===== src/rtl/zreg_regfile_pkg.sv =====
package zreg_regfile_pkg;

    parameter int RF_ADDR_W = 5;
    parameter int RF_DATA_W = 32;
    localparam int RF_DEPTH = 1 << RF_ADDR_W;

    typedef logic [RF_ADDR_W-1:0] idx_t;
    typedef logic [RF_DATA_W-1:0] word_t;
    typedef logic [RF_DEPTH-1:0]  sel_t;
    typedef word_t [RF_DEPTH-1:0] bank_t;

    typedef struct packed {
        logic  en;
        idx_t  idx;
        word_t data;
    } wr_req_t;

    function automatic logic is_zero_idx(idx_t idx);
        return idx == '0;
    endfunction

endpackage


===== src/rtl/zreg_wr_decode.sv =====
module zreg_wr_decode
    import zreg_regfile_pkg::*;
(
    input  wr_req_t req_i,
    output sel_t    sel_o
);

    // One select line per entry; line 0 is never raised.
    for (genvar e = 0; e < RF_DEPTH; e++) begin : g_sel
        if (e == 0) begin : g_zero
            assign sel_o[e] = 1'b0;
        end else begin : g_live
            assign sel_o[e] = req_i.en && !is_zero_idx(req_i.idx)
                              && (req_i.idx == idx_t'(e));
        end
    end

endmodule


===== src/rtl/zreg_bank.sv =====
module zreg_bank
    import zreg_regfile_pkg::*;
(
    input  logic    clk,
    input  logic    rst,
    input  wr_req_t req_i,
    input  sel_t    sel_i,
    output bank_t   bank_o
);

    for (genvar e = 0; e < RF_DEPTH; e++) begin : g_ent
        if (e == 0) begin : g_const
            assign bank_o[e] = '0;
        end else begin : g_reg
            word_t q;
            always_ff @(negedge clk) begin
                if (rst)
                    q <= '0;
                else if (sel_i[e])
                    q <= req_i.data;
            end
            assign bank_o[e] = q;
        end
    end


    sel_single_chk: assert property (@(negedge clk) disable iff (rst)
        $onehot0(sel_i));


    hold_when_idle_chk: assert property (@(negedge clk) disable iff (rst)
        !req_i.en |=> $stable(bank_o));


    write_lands_chk: assert property (@(negedge clk) disable iff (rst)
        (req_i.en && !is_zero_idx(req_i.idx))
        |=> bank_o[$past(req_i.idx)] == $past(req_i.data));


    zero_write_drop_chk: assert property (@(negedge clk) disable iff (rst)
        (req_i.en && is_zero_idx(req_i.idx)) |=> $stable(bank_o));

endmodule


===== src/rtl/zreg_rd_port.sv =====
module zreg_rd_port
    import zreg_regfile_pkg::*;
(
    input  logic  clk,
    input  logic  rst,
    input  bank_t bank_i,
    input  idx_t  idx_i,
    output word_t data_o
);

    always_comb data_o = bank_i[idx_i];


    zero_reads_zero_chk: assert property (@(posedge clk) disable iff (rst)
        is_zero_idx(idx_i) |-> (data_o == '0));

endmodule


===== src/rtl/zreg_regfile.sv =====
module zreg_regfile
    import zreg_regfile_pkg::*;
(
    input  logic        clk,
    input  logic        rst,
    input  logic        wr_en,
    input  logic [4:0]  wr_idx,
    input  logic [31:0] wr_data,
    input  logic [4:0]  rd_idx_a,
    input  logic [4:0]  rd_idx_b,
    output logic [31:0] rd_data_a,
    output logic [31:0] rd_data_b
);

    localparam int NUM_RD = 2;

    wr_req_t req;
    sel_t    sel;
    bank_t   bank;
    idx_t    rd_idx [NUM_RD];
    word_t   rd_data [NUM_RD];

    assign req = '{en: wr_en, idx: wr_idx, data: wr_data};
    assign rd_idx[0] = rd_idx_a;
    assign rd_idx[1] = rd_idx_b;
    assign rd_data_a = rd_data[0];
    assign rd_data_b = rd_data[1];

    zreg_wr_decode u_dec (
        .req_i (req),
        .sel_o (sel)
    );

    zreg_bank u_bank (
        .clk    (clk),
        .rst    (rst),
        .req_i  (req),
        .sel_i  (sel),
        .bank_o (bank)
    );

    for (genvar p = 0; p < NUM_RD; p++) begin : g_rd
        zreg_rd_port u_port (
            .clk    (clk),
            .rst    (rst),
            .bank_i (bank),
            .idx_i  (rd_idx[p]),
            .data_o (rd_data[p])
        );
    end


    same_idx_same_word_chk: assert property (@(posedge clk) disable iff (rst)
        (rd_idx_a == rd_idx_b) |-> (rd_data_a == rd_data_b));

endmodule


===== config.mk =====
export PLATFORM = sky130hd
export DESIGN_NAME = zreg_regfile
export DESIGN_NICKNAME = d
export VERILOG_FILES = /design/src/rtl/zreg_regfile_pkg.sv /design/src/rtl/zreg_wr_decode.sv /design/src/rtl/zreg_bank.sv /design/src/rtl/zreg_rd_port.sv /design/src/rtl/zreg_regfile.sv
export SDC_FILE = /design/constraint.sdc
export NUM_CORES = 2
export LEC_CHECK = 0
export BUFFER_PORTS_ARGS = -buffer_cell sky130_fd_sc_hd__buf_2
export CORE_ASPECT_RATIO = 1.1
export CORE_UTILIZATION = 58
export CTS_CLUSTER_SIZE = 12
export DETAILED_ROUTE_END_ITERATION = 16
export GPL_TIMING_DRIVEN = 0
export MAX_ROUTING_LAYER = met4
export PLACE_DENSITY = 0.79
export SETUP_SLACK_MARGIN = 0.05
export SYNTH_ARGS = -nofsm -noshare
export SYNTH_HDL_FRONTEND = slang
export SYNTH_SLANG_ARGS = --single-unit

===== constraint.sdc =====
create_clock -name clk -period 2 [get_ports clk]
set_input_delay 0 -clock clk [delete_from_list [all_inputs] [get_ports clk]]
set_output_delay 0 -clock clk [all_outputs]
set_load 0.02 [all_outputs]

==> impl_metrics.sql <==
INSERT INTO impl_metrics (metric_group, metric, value, unit) VALUES
('power_and_ir_drop', 'peakVddDrop', '0.0008549', 'V'),
('synthesis', 'number_of_cells_produced_by_synthesis', '5848', ''),
('finish', 'largest-register', 'u_bank.g_ent.g_reg.q', ''),
('power_and_ir_drop', 'pwr-share-seq', '0.366', ''),
('floorplan', 'die_h', '311.8', 'um'),
('route', 'via_count', '52030', ''),
('synthesis', 'synth-edff-count', '0', ''),
('setup_path', 'critical_path.startpoint_type', 'flop', ''),
('setup_path', 'critical_path.slowest_cell', 'sky130_fd_sc_hd__mux4_2', ''),
('global_routing', 'grt_pass1_vias', '52350', ''),
('job', 'cap_violations', '1', ''),
('timing', 'max_slew_margin', '-0.08177', ''),
('timing', 'worst-slew-pin-transition', '1.623', 'ns'),
('synthesis', 'post_synthesis_sequential_area_ratio', '0.3923', ''),
('synthesis', 'post_synth.cell_area_avg', '8.656', 'sq um'),
('global_routing', 'number_of_antenna_violations_at_the_first_check_in_global_routing', '0', ''),
('floorplan', 'fp.dieW', '283.7', 'um'),
('finish', 'largest_registers_in_the_final_layout', 'u_bank.g_ent.g_reg.q x992', ''),
('floorplan', 'io-pin-count', '114', ''),
('finish', 'layout_cell_share_with_drive_strength_beyond_1', '0.2013', ''),
('synthesis', 'synth_largest_area_cell', 'sky130_fd_sc_hd__dfxtp_1', ''),
('power_and_ir_drop', 'comb_power_share', '0.080', ''),
('setup_path', 'cp_num_cells', '5', ''),
('setup_path', 'worstPathMaxFanout', '3', ''),
('setup_path', 'worst-r2r-cell-count', '2', ''),
('floorplan', 'die_area', '0.08846', 'sq mm'),
('timing', 'finalHoldViolations', '0', ''),
('finish', 'layout.cells.most_common', 'sky130_fd_sc_hd__nand2_1', ''),
('route', 'drt_first_pass_iters', '8', ''),
('place', 'place.port_buffers', '102', ''),
('timing', 'grt_setup_unrepaired', 'yes', ''),
('finish', 'most-common-layout-cells', '1991 x sky130_fd_sc_hd__nand2_1, 1016 x sky130_fd_sc_hd__inv_1, 976 x sky130_fd_sc_hd__a21oi_1', ''),
('clocking', 'tritoncts', 'done', ''),
('synthesis', 'ys.warnings.count', '0', ''),
('synthesis', 'synthesis.area', '0.05062', 'sq mm'),
('global_routing', 'overflow', '0', ''),
('run_status', 'run_status', 'finished, violations left', ''),
('min_path', 'min-delay-path-class', 'reg -> reg', ''),
('run_status', 'violations_in_the_final_reports', 'max-capacitance violations, max-slew violations, negative setup slack', ''),
('route', 'drtAntennaViolNets', '0', ''),
('power_and_ir_drop', 'clkPwrFrac', '0.555', ''),
('place', 'dp_hpwl', '158300', 'um'),
('clocking', 'worstSkewPairLatency', '0.73', 'ns'),
('setup_path', 'worst_ep_arrival_time', '3.51', 'ns'),
('setup_path', 'end_kind', 'output pin', ''),
('min_path', 'hold_path_depth', '2', ''),
('timing', 'number_of_pins_exceeding_their_max_slew_limit_in_the_final_report', '11', ''),
('synthesis', 'dominantRegCellSynth', 'sky130_fd_sc_hd__dfxtp_1', ''),
('route', 'viasPerCell', '6.261', ''),
('finish', 'largest_register_ff_count', '992', ''),
('power_and_ir_drop', 'p_sw_frac', '0.3313', ''),
('timing', 'setup_violations', '66', ''),
('setup_path', 'cells_traversed_along_the_worst_timing_path', 'mux4_2, a22o_1, o21ai_4, o31ai_4, buf_6', ''),
('synthesis', 'synth.net_count', '5898', ''),
('synthesis', 'synth_largest_type_area_fraction', '0.3923', ''),
('clocking', 'holdBufCountCts', '0', ''),
('place', 'gp_routability_congestion', '1.010', ''),
('clocking', 'clk_root_buffer_cell', 'sky130_fd_sc_hd__clkbuf_16', ''),
('route', 'detailedRoute.firstIterationViolations', '6555', ''),
('clocking', 'tritoncts_num_sinks', '992', ''),
('floorplan', 'initial_core_util', '0.5860', ''),
('route', 'totalWireLength', '210900', 'um'),
('route', 'drcViolationCount', '0', ''),
('place', 'placed_instances', '7100', ''),
('setup_path', 'crit_path_class', 'reg -> out', ''),
('timing', 'setup_ws', '-1.507', 'ns'),
('global_routing', 'first_pass_grt_wire_length', '307400', 'um'),
('synthesis', 'synthArstFlopShare', '0', ''),
('power_and_ir_drop', 'power.net_switching', '0.01828', 'W'),
('clocking', 'cts.path.max_buffers', '3', ''),
('floorplan', 'fp-row-count', '113', '');
cells by family after synthesis:
| logic type | share of synthesized area |
|---|---|
| flops | 0.3923 |
| buf+inv | 0.05418 |
| simple gates | 0.1659 |
| compound gates | 0.1645 |
| mux | 0.2231 |
per-layer routing:
metal / vias to the layer above / global-route usage / part of all wire
met5: - / - / 0
li1: 22930 / - / -
met1: 24730 / 0.5464 / 0.35
met3: 793 / 0.1476 / 0.13
met2: 3566 / 0.7272 / 0.46
met4: 0 / 0.3091 / 0.061
power groups by stage:
stage | clock [W] | sequential, W | combinational, W
4_1_cts | 0.0303 | 0.0202 | 0.00415
3_3_place_gp | 0.00299 | 0.0204 | 0.00389
2_1_floorplan | 0.00299 | 0.0204 | 0.00248
3_5_place_dp | 0.00299 | 0.0205 | 0.00392
6_report | 0.0306 | 0.0202 | 0.00439
5_1_grt | 0.0328 | 0.0202 | 0.00446
per-stage QoR:
stage	setup WS, ns	hold WS (ns)	instance area (sq um)	power, W	setup TNS (ns)
finish	-1.507	0.4568	64070	0.05519	-89.60
global route	-1.474	0.4704	64070	0.05737	-89.64
CTS	-1.427	0.4573	63410	0.05463	-87.57
detailed placement	-1.380	0.4567	53870	0.02737	-1080.41
global placement	-1.326	0.4481	53870	0.02732	-1059.07
floorplan	-0.2485	0.4385	51920	0.02588	-185.36
final timing paths:
check	startpoint	end	slack, ns
worst max-delay path	u_bank.g_ent[31].g_reg.q[12]$_SDFFE_NP0P_	rd_data_b[12]	-1.51
worst max register to register	u_bank.g_ent[1].g_reg.q[14]$_SDFFE_NP0P_	u_bank.g_ent[1].g_reg.q[14]$_SDFFE_NP0P_	1.22
worst min register to register	u_bank.g_ent[31].g_reg.q[7]$_SDFFE_NP0P_	u_bank.g_ent[31].g_reg.q[7]$_SDFFE_NP0P_	0.46
worst min-delay path	u_bank.g_ent[31].g_reg.q[7]$_SDFFE_NP0P_	u_bank.g_ent[31].g_reg.q[7]$_SDFFE_NP0P_	0.46
final cells by class:
class,count,area (sq um)
Buffer,615,3433
Inverter,2,7.507
Clock inverter,1084,4807
Tap cell,1150,1439
Clock buffer,109,2728
Fill cell,6485,22310
Multi-Input combinational cell,4228,30590
Antenna cell,1,2.502
Timing Repair Buffer,128,1121
Sequential cell,992,19950
worst register-to-register path, delay by kind of cell, from the launching register on:
kind	cells	cell delay, ns
flip-flops	1	0.47
AO/OA/AOI/OAI	1	0.15
AND/OR/NAND/NOR	1	0.08
Yosys cell counts, types with 5 or more instances:
cell,count
sky130_fd_sc_hd__nor2_2,5
sky130_fd_sc_hd__and2_1,71
sky130_fd_sc_hd__buf_1,33
sky130_fd_sc_hd__nor2b_1,8
sky130_fd_sc_hd__mux4_2,384
sky130_fd_sc_hd__o31ai_1,64
sky130_fd_sc_hd__mux2_2,64
sky130_fd_sc_hd__buf_2,92
sky130_fd_sc_hd__o21ai_1,64
sky130_fd_sc_hd__nand3_1,11
sky130_fd_sc_hd__nand2_1,2005
sky130_fd_sc_hd__a21oi_1,992
sky130_fd_sc_hd__nor2_1,16
sky130_fd_sc_hd__clkbuf_1,448
sky130_fd_sc_hd__dfxtp_1,992
sky130_fd_sc_hd__buf_4,32
sky130_fd_sc_hd__o22ai_1,64
sky130_fd_sc_hd__buf_6,20
sky130_fd_sc_hd__a211oi_1,64
sky130_fd_sc_hd__mux2i_1,192
sky130_fd_sc_hd__a22o_1,192
what timing repair did:
action / in CTS / in global routing
gates resized for setup: 515 / 270
endpoints found under the setup margin: 1052 / 931
gates cloned: 0 / 3
setup buffers: 12 / 11
pin swaps: 83 / 50
No activity file was read; power rests on OpenSTA's default activity.
